File: config.mk
export PLATFORM = sky130hd
export DESIGN_NAME = rtc_alarm_irq
export DESIGN_NICKNAME = d
export VERILOG_FILES = /design/src/rtl/rtc_irq_pkg.sv /design/src/rtl/rtc_irq_ctrl.sv /design/src/rtl/rtc_irq_dp.sv /design/src/rtl/rtc_alarm_irq.sv
export SDC_FILE = /design/constraint.sdc
export NUM_CORES = 1
export LEC_CHECK = 0
export BUFFER_PORTS_ARGS = -buffer_cell sky130_fd_sc_hd__buf_2
export CAP_MARGIN = 10
export CORE_UTILIZATION = 40
export CTS_CLUSTER_SIZE = 8
export DETAILED_ROUTE_END_ITERATION = 8
export PLACE_DENSITY = 0.76
export SLEW_MARGIN = 20
export SYNTH_ARGS = -nofsm -noshare
export SYNTH_HDL_FRONTEND = slang
export SYNTH_SLANG_ARGS = --single-unit
File: constraint.sdc
create_clock -name clk -period 1.65 [get_ports clk]
set_input_delay 0.495 -clock clk [delete_from_list [all_inputs] [get_ports clk]]
set_output_delay 0.495 -clock clk [all_outputs]
set_load 0.01 [all_outputs]
File: src/rtl/rtc_irq_pkg.sv
package rtc_irq_pkg;

  // Strobes from the decision logic to the datapath, valid for one cycle.
  typedef struct packed {
    logic armUpd;   // update enable rose: capture second and minute
    logic armAlm;   // alarm enable rose: capture second
    logic evalStb;  // this tick is a new second and will be evaluated
    logic setUpd;   // raise the update flag
    logic setAlm;   // raise the alarm flag
    logic takeMin;  // adopt current minute as per-minute reference
  } ctrl_strobe_t;

endpackage

File: src/rtl/rtc_irq_ctrl.sv
module rtc_irq_ctrl
  import rtc_irq_pkg::*;
(
  input  logic         clk,
  input  logic         rstN,
  input  logic         secTick,
  input  logic         updIntEn,
  input  logic         almIntEn,
  input  logic         updPerMinute,
  input  logic         secAdvanced,
  input  logic         minChanged,
  input  logic         secZero,
  input  logic         alarmHit,
  output ctrl_strobe_t stb
);

  logic updEnQ;
  logic almEnQ;

  always_ff @(posedge clk or negedge rstN) begin
    if (!rstN) begin
      updEnQ <= 1'b0;
      almEnQ <= 1'b0;
    end else begin
      updEnQ <= updIntEn;
      almEnQ <= almIntEn;
    end
  end

  always_comb begin
    stb         = '0;
    stb.armUpd  = updIntEn & ~updEnQ;
    stb.armAlm  = almIntEn & ~almEnQ;
    // An arming cycle only records references; evaluation waits.
    stb.evalStb = secTick & (updIntEn | almIntEn) & ~stb.armUpd
                & ~stb.armAlm & secAdvanced;
    stb.setUpd  = stb.evalStb & updIntEn & (~updPerMinute | minChanged);
    stb.setAlm  = stb.evalStb & almIntEn & secZero & alarmHit;
    stb.takeMin = stb.setUpd & updPerMinute;
  end

  // arming and evaluating never share a cycle
  assert_arm_excludes_eval_R5: assert property (@(posedge clk) disable iff (!rstN)
    $rose(updIntEn) |-> !stb.setUpd);

endmodule

File: src/rtl/rtc_irq_dp.sv
module rtc_irq_dp
  import rtc_irq_pkg::*;
#(
  parameter int TIME_W = 8,
  parameter int WDAY_N = 7
) (
  input  logic              clk,
  input  logic              rstN,
  input  logic [TIME_W-1:0] curSec,
  input  logic [TIME_W-1:0] curMin,
  input  logic [TIME_W-1:0] curHour,
  input  logic [TIME_W-1:0] curMday,
  input  logic [WDAY_N-1:0] curWday,
  input  logic [TIME_W-1:0] alarmMin,
  input  logic [TIME_W-1:0] alarmHour,
  input  logic [TIME_W-1:0] alarmDay,
  input  logic              alarmOnDate,
  input  logic              updFlagClr,
  input  logic              almFlagClr,
  input  ctrl_strobe_t      stb,
  output logic              secAdvanced,
  output logic              minChanged,
  output logic              secZero,
  output logic              alarmHit,
  output logic              updFlag,
  output logic              almFlag,
  output logic              irqPulse
);

  localparam int PAD_W = TIME_W - WDAY_N;

  logic [TIME_W-1:0] lastSec;
  logic [TIME_W-1:0] lastMin;
  logic [TIME_W-1:0] wdayWide;
  logic [TIME_W-1:0] dayRef;

  generate
    if (PAD_W > 0) begin : g_pad
      assign wdayWide = {{PAD_W{1'b0}}, curWday};
    end else begin : g_nopad
      assign wdayWide = curWday[TIME_W-1:0];
    end
  endgenerate

  assign dayRef      = alarmOnDate ? curMday : wdayWide;
  assign secAdvanced = (curSec != lastSec);
  assign minChanged  = (curMin != lastMin);
  assign secZero     = (curSec == '0);
  assign alarmHit    = (alarmMin == curMin) && (alarmHour == curHour)
                    && (alarmDay == dayRef);

  always_ff @(posedge clk or negedge rstN) begin
    if (!rstN) begin
      lastSec <= '0;
      lastMin <= '0;
    end else begin
      if (stb.armUpd || stb.armAlm || stb.evalStb) lastSec <= curSec;
      if (stb.armUpd || stb.takeMin) lastMin <= curMin;
    end
  end

  // Set has priority over a clear arriving in the same cycle.
  always_ff @(posedge clk or negedge rstN) begin
    if (!rstN) begin
      updFlag  <= 1'b0;
      almFlag  <= 1'b0;
      irqPulse <= 1'b0;
    end else begin
      if (stb.setUpd)      updFlag <= 1'b1;
      else if (updFlagClr) updFlag <= 1'b0;
      if (stb.setAlm)      almFlag <= 1'b1;
      else if (almFlagClr) almFlag <= 1'b0;
      irqPulse <= stb.setUpd | stb.setAlm;
    end
  end

  // alarm flag rises only after a second-zero sample
  assert_alarm_at_zero_R8: assert property (@(posedge clk) disable iff (!rstN)
    $rose(almFlag) |-> ($past(curSec) == '0));

  // a pulse always comes with at least one raised flag
  assert_pulse_has_flag_R9: assert property (@(posedge clk) disable iff (!rstN)
    irqPulse |-> (updFlag || almFlag));

endmodule

File: src/rtl/rtc_alarm_irq.sv
module rtc_alarm_irq
  import rtc_irq_pkg::*;
#(
  parameter int TIME_W = 8,
  parameter int WDAY_N = 7
) (
  input  logic              clk,
  input  logic              rstN,
  input  logic              secTick,
  input  logic [TIME_W-1:0] curSec,
  input  logic [TIME_W-1:0] curMin,
  input  logic [TIME_W-1:0] curHour,
  input  logic [TIME_W-1:0] curMday,
  input  logic [WDAY_N-1:0] curWday,
  input  logic [TIME_W-1:0] alarmMin,
  input  logic [TIME_W-1:0] alarmHour,
  input  logic [TIME_W-1:0] alarmDay,
  input  logic              updIntEn,
  input  logic              almIntEn,
  input  logic              updPerMinute,
  input  logic              alarmOnDate,
  input  logic              updFlagClr,
  input  logic              almFlagClr,
  output logic              updFlag,
  output logic              almFlag,
  output logic              irqPulse
);

  ctrl_strobe_t stb;
  logic secAdvanced;
  logic minChanged;
  logic secZero;
  logic alarmHit;

  rtc_irq_ctrl ctrl_i (
    .clk          (clk),
    .rstN         (rstN),
    .secTick      (secTick),
    .updIntEn     (updIntEn),
    .almIntEn     (almIntEn),
    .updPerMinute (updPerMinute),
    .secAdvanced  (secAdvanced),
    .minChanged   (minChanged),
    .secZero      (secZero),
    .alarmHit     (alarmHit),
    .stb          (stb)
  );

  rtc_irq_dp #(.TIME_W(TIME_W), .WDAY_N(WDAY_N)) dp_i (
    .clk         (clk),
    .rstN        (rstN),
    .curSec      (curSec),
    .curMin      (curMin),
    .curHour     (curHour),
    .curMday     (curMday),
    .curWday     (curWday),
    .alarmMin    (alarmMin),
    .alarmHour   (alarmHour),
    .alarmDay    (alarmDay),
    .alarmOnDate (alarmOnDate),
    .updFlagClr  (updFlagClr),
    .almFlagClr  (almFlagClr),
    .stb         (stb),
    .secAdvanced (secAdvanced),
    .minChanged  (minChanged),
    .secZero     (secZero),
    .alarmHit    (alarmHit),
    .updFlag     (updFlag),
    .almFlag     (almFlag),
    .irqPulse    (irqPulse)
  );

  // a pulse needs a tick in the previous cycle
  assert_pulse_follows_tick_R2: assert property (@(posedge clk) disable iff (!rstN)
    irqPulse |-> $past(secTick));

  // with both enables off nothing is raised next cycle
  assert_idle_quiet_R10: assert property (@(posedge clk) disable iff (!rstN)
    (!updIntEn && !almIntEn) |=> !irqPulse);

  // update flag only rises while updates are enabled
  assert_update_needs_enable_R3: assert property (@(posedge clk) disable iff (!rstN)
    $rose(updFlag) |-> $past(updIntEn));

  // the arming cycle produces no pulse
  assert_arm_no_pulse_R5: assert property (@(posedge clk) disable iff (!rstN)
    ($rose(updIntEn) || $rose(almIntEn)) |=> !irqPulse);

endmodule

## Word level (Yosys, flattened, before mapping)

Index checks and enable logic that the tools add are counted.

- Equal/unequal tests: 5
- Mux-type cells: 5
- Bitwise logic cells: 20
- Reduce and logical (&&, ||, !) cells: 8

Operator list:

| operator | number |
|---|---|
| 8-bit == test | 3 |
| 8-bit inequality test | 2 |
| 1-bit bitwise AND | 12 |
| 8-bit zero test | 1 |
| 8-bit 2-to-1 mux | 1 |
| 1-bit NOT | 5 |
| 1-bit 2-to-1 mux | 4 |
| 2-bit nonzero test | 2 |
| 1-bit logical OR | 3 |
| 1-bit bitwise OR | 3 |
| 1-bit logical AND | 2 |

- Flip-flop bits (word level): 21
- Bits of input ports: 72
- Output and inout bits: 3
- Word-level logic and storage cells: 45

## Depth between registers and ports, before layout

Gate-level depths: netlist (run 1).

- Depth in word-level cells: 10
- Gate-level depth with buffers: 6
- Depth with buffers taken out: 5

## Cells and area by module

Synthesis (run 1) repeated with hierarchy kept, for this count alone.

- Cell total of the unflattened synthesis: 122
- Area total of the unflattened synthesis: 1405.1 µm²

Modules (own cells, without submodules):

| module | instances | cells an instance | area an instance (µm²) | sequential area each (µm²) |
|---|---|---|---|---|
| rtc_irq_dp | 1 | 108 | 1247.4 | 475.5 |
| rtc_irq_ctrl | 1 | 14 | 157.7 | 50.0 |

## Worst setup path after synthesis (run 1)

OpenSTA, ideal clock, no wires.

- Path type: input to register
- From: input port updIntEn
- To: register dp_i.lastMin[0]
- Setup time: 0.125 ns
- Data arrival time: 1.565 ns
- Required time: 1.525 ns
- Path slack: -0.040 ns
- Stages on the path: 5
- Path buffers: 0
- Path through: nand2b_2 > and2_4 > nand4_2 > o31ai_4 > mux2_2

- Word-level cells in the longest chain between the ends: 9
- Elaborated cells between the ends (all ways): 11
- Classes of those cells: bitwise (10); reduce/logical (1)

RTL lines:

| what | RTL line | RTL |
|---|---|---|
| start: declaration | rtc_alarm_irq.sv:18 | `input logic updIntEn,` |
| 1-bit bitwise OR / 1-bit bitwise AND (equally long branches) | rtc_irq_ctrl.sv:35, rtc_irq_ctrl.sv:32 |  |
| 1-bit bitwise AND / 1-bit NOT (equally long branches) | rtc_irq_ctrl.sv:35 | `stb.evalStb = secTick & (updIntEn \| almIntEn) & ~stb.armUpd` |
| 1-bit bitwise AND | rtc_irq_ctrl.sv:35 |  |
| 1-bit bitwise AND (2 in a row) | rtc_irq_ctrl.sv:36 | `& ~stb.armAlm & secAdvanced;` |
| 1-bit bitwise AND (2 in a row) | rtc_irq_ctrl.sv:37 | `stb.setUpd = stb.evalStb & updIntEn & (~updPerMinute \| minChanged);` |
| 1-bit bitwise AND | rtc_irq_ctrl.sv:39 | `stb.takeMin = stb.setUpd & updPerMinute;` |
| 1-bit logical OR * | rtc_irq_dp.sv:58 | `if (stb.armUpd \|\| stb.takeMin) lastMin <= curMin;` |
| end signal: assignment | rtc_irq_dp.sv:58 |  |
| end: declaration | rtc_irq_dp.sv:33 | `logic [TIME_W-1:0] lastMin;` |

Mark *: on every way between the ends. The rest lies on a longest branch, timed or not.
A chain may end at the register's enable or synchronous reset.

## Worst setup path in the final report (run 1)

- From: register ctrl_i.almEnQ
- To: register dp_i.lastMin[3]

- Word-level cells in the longest chain between the ends: 9

RTL lines:

| what | RTL line | RTL |
|---|---|---|
| start: declaration | rtc_irq_ctrl.sv:18 | `logic almEnQ;` |
| start signal: assignment | rtc_irq_ctrl.sv:26 | `almEnQ <= almIntEn;` |
| 1-bit NOT | rtc_irq_ctrl.sv:33 | `stb.armAlm = almIntEn & ~almEnQ;` |
| 1-bit bitwise AND | rtc_irq_ctrl.sv:33 |  |
| 1-bit NOT | rtc_irq_ctrl.sv:36 |  |
| 1-bit bitwise AND (2 in a row) | rtc_irq_ctrl.sv:36 |  |
| 1-bit bitwise AND (2 in a row) | rtc_irq_ctrl.sv:37 |  |
| 1-bit bitwise AND | rtc_irq_ctrl.sv:39 |  |
| 1-bit logical OR | rtc_irq_dp.sv:58 |  |

No other way between the ends.

==> summary.txt, run 1 <==
Clocking
  • Clk_lat worst skew: 300 ps
  • Clock-pin slew on the worst setup and hold paths: 110 ps
  • CTS Buffer Depth: 2
  • CTS sink cnt: 21
  • TritonCTS clock tree: built
  • Clock Tree Root: clkbuf_4
  • TritonCTS Buffers: 3
  • H-tree depth: 1
  • Cts hold-fix bufs: 0

Timing
  • Final setup fails: 0
  • RSZ-0062 raised after global routing: yes
  • Slew HR: 68.17%
  • Fin. max-slew vios: 0
  • Tmin final: 1629 ps
  • Worst Setup Slack, final: 20.64 ps
  • Final Hold Violating Endpoints: 0
  • Tightest Pin Transition: 477.4 ps
  • Max Clock Freq: 613.7 MHz
  • Clock skew: 3.187 ps
  • Final period util: 98.75%

Synthesis
  • Largest family of logic cells by synthesized area: XOR/XNOR gates
  • Post-synthesis compound-gate area fraction: 5.105%
  • Synthesized cell area: 1373 µm²
  • Mux share of post-synthesis cell area: 18.23%
  • Synth Area in Adders: 0%
  • Register area share after synthesis: 38.29%
  • Synth unique cells: 25
  • XOR/XNOR Fraction of Synth Area: 25.52%
  • Syn Nets: 192
  • Average size of a mapped cell: 11.44 µm²
  • Warnings from Yosys: 0
  • Syn Inst Count: 120
  • Post-synthesis simple-gate area fraction: 11.94%
  • Register bit total from synthesis: 21

Critical path
  • Worst path max stage delay: 340 ps
  • Reg2Reg Depth: 6
  • Stages on worst setup path: 6
  • Crit Reg-Reg Startpoint: ctrl_i.almEnQ
  • CP Data Required Time: 1850 ps
  • FF-to-FF setup slack: 20 ps
  • CP max FO: 4
  • Cell family with most CP delay: simple AND/OR/NAND/NOR gates
  • Crit. End Element: register
  • Crit path max-delay cell type: dfrtp_1
  • Crit-path cells: nand2b_4 > and2_4 > nand4_2 > o31ai_4 > buf_6 > mux2_2
  • Worst r2r dst: dp_i.lastMin[3]
  • WP data arrival: 1830 ps
  • Worst setup SP type: register
  • Critical path class: register to register
  • CP bufs+invs: 1

Floorplanning
  • Die Ht: 60.58 µm
  • Io pins: 75
  • Core area: 3153 µm²
  • Row count: 20
  • Initial Util: 43.53%
  • DIE AREA: 3670 µm²
  • Die Wd: 60.58 µm

Finish
  • Layout cells sized above 1: 56.82%
  • Most frequent cells in the layout: buf_2 (74), xnor2_1 (39), dfrtp_1 (21), buf_4 (21), mux2_2 (16)
  • Sequential cell area: 525.5 µm²
  • Nets: 293
  • Multi-input gate area in the final layout: 862.1 µm²
  • Fill count: 271
  • # diodes: 0
  • Most common cell after layout, fill and taps aside: buf_2
  • Area grow syn2layout: 47.77%

Global route
  • Final global-route overflow total: 0
  • Pin count of the biggest net entering global routing: 22
  • First-pass GRT wire length: 5112 µm
  • Total Routing Usage GR: 19.21%
  • Initial antenna violation count: 0
  • Vias in the first global route: 1245

Power
  • Static leakage: 0.9329 nW
  • PwrDens: 647.4 nW/µm²
  • VDD IR max: 0.0004477 V
  • Power consumption: 0.001313 W

Detailed routing
  • WL/cell: 12.01 µm
  • Routed vias/inst: 4.814
  • Residual DRC: 0
  • DR vias: 1271
  • Routed WL: 3171 µm
  • Post-route ant nets: 0
  • First-pass detailed-route iteration total: 4
  • Detailed Route Iter0 Violations: 14

Min path
  • Worst hold path class: input pin to asynchronous set/reset pin

Run
  • Max-Cap Viols: 0

Place
  • Routability congestion estimate: 0.7478
  • Placement Setup Slack: -307.0 ps
  • IO Port Bufs: 74
  • Hpwl dp: 2616 µm

Outcome
  • Outcome: finished, final reports clean
[routing by layer]
layer	track usage, %	wire length [µm]
met1	21.51	1308
met2	34.07	1584
met3	5.330	222
met4	8.442	55
met5	0	0
[worst max path at each step]
stage / slack [ps] / end / from
2_1_floorplan: -40 / dp_i.lastMin[0] / updIntEn
3_3_place_gp: -270 / dp_i.lastMin[5] / curSec[1]
3_5_place_dp: -310 / dp_i.lastMin[5] / curSec[4]
4_1_cts: 20 / dp_i.lastMin[5] / dp_i.lastSec[7]
5_1_grt: -20 / dp_i.lastMin[5] / dp_i.lastSec[0]
6_report: 20 / dp_i.lastMin[3] / ctrl_i.almEnQ
[synth_stat cells]
| library cell | instances | area [µm²] |
|---|---|---|
| nand4_2 | 1 | 12.51 |
| xnor2_1 | 39 | 341.6 |
| mux2_2 | 16 | 180.2 |
| o211ai_1 | 1 | 7.510 |
| nand2_1 | 3 | 11.26 |
| mux2i_1 | 7 | 70.07 |
| nor4b_1 | 1 | 8.760 |
| nand4_1 | 7 | 43.79 |
| or4b_1 | 1 | 10.01 |
| xor2_1 | 1 | 8.760 |
| nand2b_2 | 1 | 8.760 |
| and4_1 | 1 | 8.760 |
| nand3_1 | 2 | 10.01 |
| o2111a_1 | 2 | 22.52 |
| o31ai_4 | 1 | 21.27 |
| nor2_1 | 2 | 7.510 |
| o21ai_0 | 2 | 10.01 |
| dfrtp_1 | 21 | 525.5 |
| nor3_1 | 3 | 15.01 |
| and2_4 | 1 | 8.760 |
| buf_2 | 1 | 5.000 |
| o21ai_2 | 1 | 8.760 |
| inv_1 | 2 | 7.510 |
| nor4_1 | 2 | 12.51 |
| nand2b_1 | 1 | 6.260 |
[final cells by class]
cell class / count / share of cell area [%]
inverters: 2 / 0.3701
well taps: 44 / 2.714
multi-input cells: 96 / 42.50
flip-flops and latches: 21 / 25.91
repair buffers: 97 / 27.14
clock inverters: 1 / 0.2468
clock buffers: 3 / 1.110
[flip-flops by register name (all words and copies together), names as in the netlist]
| name | cells |
|---|---|
| ctrl_i.almEnQ | 1 |
| ctrl_i.updEnQ | 1 |
| dp_i.almFlag | 1 |
| dp_i.irqPulse | 1 |
| dp_i.lastMin | 8 |
| dp_i.lastSec | 8 |
| dp_i.updFlag | 1 |
[report_power, final]
group / leakage (nW) / internal [W] / switching (W)
combinational: 0.664 / 0.000276 / 0.000174
sequential: 0.251 / 0.000579 / 0.0000410
clock: 0.0177 / 0.0000906 / 0.000152
[per-stage QoR]
step           area [µm²]  cells  setup TNS (ps)  hold WS (ps)  util (%)
6_report             2028    264               0         130.5     64.33
5_1_grt              2028    264          -86.71         133.2     64.33
4_1_cts              2013    263               0         124.5     63.85
3_5_place_dp         1951    258           -4683         480.9     61.87
3_3_place_gp         1951    258           -4005         472.9     61.87
2_1_floorplan        1373    120          -321.0         199.4         -
[cells by family (layout without fill, tap and decap cells)]
group                     after synthesis  after routing
DFF                                    21             21
xor gates and xnor gates               40             40
AOI/OAI and AO/OA                       7              7
buffers and inverters                   3            103
and+or+nand+nor                        26             26
muxes                                  23             23
[what timing repair did]
action                     4_1_cts  5_1_grt
setup buffers                    1        2
pin swaps                        1        2
setup endpoints to repair       16       16
resized for setup                3        5
(Power assumes the default switching activity.)
==> run 2: changes to the inputs <==
--- a/config.mk
+++ b/config.mk
@@ -7,6 +7,7 @@
 export LEC_CHECK = 0
 export BUFFER_PORTS_ARGS = -buffer_cell sky130_fd_sc_hd__buf_2
 export CAP_MARGIN = 10
+export CORE_MARGIN = 2
 export CORE_UTILIZATION = 40
 export CTS_CLUSTER_SIZE = 8
 export DETAILED_ROUTE_END_ITERATION = 8
==> summary.txt, run 2 (same netlist as run 1, synthesis figures left out) <==
Outcome
  • Outcome: finished, final reports clean

Run
  • Max-Cap Viols: 0

Detailed routing
  • First-pass detailed-route iteration total: 2
  • Residual DRC: 0
  • DR vias: 1236
  • Routed vias/inst: 4.682
  • Post-route ant nets: 0
  • WL/cell: 12.27 µm
  • Detailed Route Iter0 Violations: 24
  • Routed WL: 3238 µm

Global route
  • Vias in the first global route: 1307
  • Initial antenna violation count: 0
  • Pin count of the biggest net entering global routing: 22
  • Final global-route overflow total: 0
  • First-pass GRT wire length: 5589 µm
  • Total Routing Usage GR: 17.27%

Finish
  • Fill count: 301
  • Final instance area: 2046 µm²
  • Layout cells sized above 1: 55.50%
  • Area grow syn2layout: 49.04%
  • Most common cell after layout, fill and taps aside: buf_2
  • Most frequent cells in the layout: buf_2 (74), xnor2_1 (39), dfrtp_1 (21)
  • Nets: 291
  • # diodes: 0
  • Biggest regs: dp_i.lastMin: 8 flops, dp_i.lastSec: 8 flops

Clocking
  • TritonCTS clock tree: built
  • Cts hold-fix bufs: 0
  • TritonCTS Buffers: 3
  • Clk_lat worst skew: 290 ps
  • Clock-pin slew on the worst setup and hold paths: 110 ps
  • CTS sink cnt: 21
  • H-tree depth: 1
  • Clock Tree Root: clkbuf_4
  • CTS Buffer Depth: 2

Timing
  • Fin. max-slew vios: 0
  • Clock skew: 3.854 ps
  • Setup TNS: 0 ps
  • Final setup fails: 0
  • Hold slack: 140.9 ps
  • Tmin final: 1631 ps
  • Final period util: 98.88%
  • Max Clock Freq: 613.0 MHz
  • Worst Setup Slack, final: 18.55 ps
  • Slew HR: 68.59%
  • RSZ-0062 raised after global routing: yes
  • Tightest Pin Transition: 471.2 ps
  • Final Hold Violating Endpoints: 0

Floorplanning
  • Die Wd: 62.58 µm
  • Io pins: 75
  • Die Ht: 62.58 µm
  • Initial Util: 41.46%
  • Row count: 21
  • Core area: 3311 µm²
  • DIE AREA: 3916 µm²

Place
  • IO Port Bufs: 74
  • Hpwl dp: 2653 µm
  • Cell Area, Placed: 1946 µm²
  • Placement Setup Slack: -318.3 ps
  • Routability congestion estimate: 0.7287

Power
  • VDD IR max: 0.0003385 V
  • Static leakage: 0.9531 nW
  • PwrDens: 649.6 nW/µm²
  • Power consumption: 0.001329 W

Critical path
  • Worst r2r dst: dp_i.lastMin[2]
  • Crit Reg-Reg Startpoint: dp_i.lastSec[6]
  • CP startpoint: dp_i.lastSec[6]
  • CP max FO: 8
  • FF-to-FF setup slack: 20 ps
  • Reg2Reg Depth: 6
  • WP data arrival: 1820 ps
  • Crit. End Element: register
  • CP Data Required Time: 1840 ps
  • Critical Path Sink: dp_i.lastMin[2]
  • Critical path class: register to register
  • Worst setup SP type: register

Min path
  • Worst hold path class: input pin to asynchronous set/reset pin
## run 2: through the flow
step                      util, %  std cells
after CTS                   60.62        264
after global placement      58.77        259
after detailed placement    58.77        259
after floorplan                 -        120
final                       61.79        264
after global routing        61.79        264
## run 2: area by class of cell
cell class | count | area, µm² | share of cell area (%)
Sequential cell | 21 | 525.5 | 25.69
Multi-Input combinational cell | 96 | 888.4 | 43.43
Timing Repair Buffer | 95 | 540.5 | 26.42
Inverter | 2 | 7.507 | 0.3670
Tap cell | 46 | 57.56 | 2.813
Clock buffer | 4 | 26.28 | 1.284
## run 2: worst max-delay path: stages, from the launching register on
cell and delay (ps):
dfrtp_1 410, xnor2_1 130, nand4_1 160, nor2_4 80
o31ai_4 270, buf_12 170, mux2_4 300
## run 2: worst min path at each step
stage               start         endpoint  cells past startpoint
floorplan            rstN    ctrl_i.almEnQ                      0
global placement     rstN  dp_i.lastSec[3]                      1
detailed placement   rstN  dp_i.lastSec[3]                      1
CTS                  rstN     dp_i.updFlag                      1
global route         rstN     dp_i.updFlag                      1
finish               rstN     dp_i.updFlag                      1
## run 2: power by group
group	leakage (nW)	internal (W)	switching (W)
logic	0.687	0.000293	0.000176
clock network	0.0150	0.0000938	0.000145
registers	0.251	0.000579	0.0000417
total	0.953	0.000966	0.000363
## run 2: timing repair
action,4_1_cts,5_1_grt
buffers inserted,1,2
setup endpoints to repair,16,16
pin swaps,1,7
resized for setup,3,10
hold endpoints to repair,0,0
## run 2: per-layer routing
layer	vias up	global-route usage, %	wire length, µm
met4	0	6.111	27
met3	2	4.144	240
met2	40	31.32	1613
li1	623	-	-
met1	571	19.68	1357
met5	-	0	0
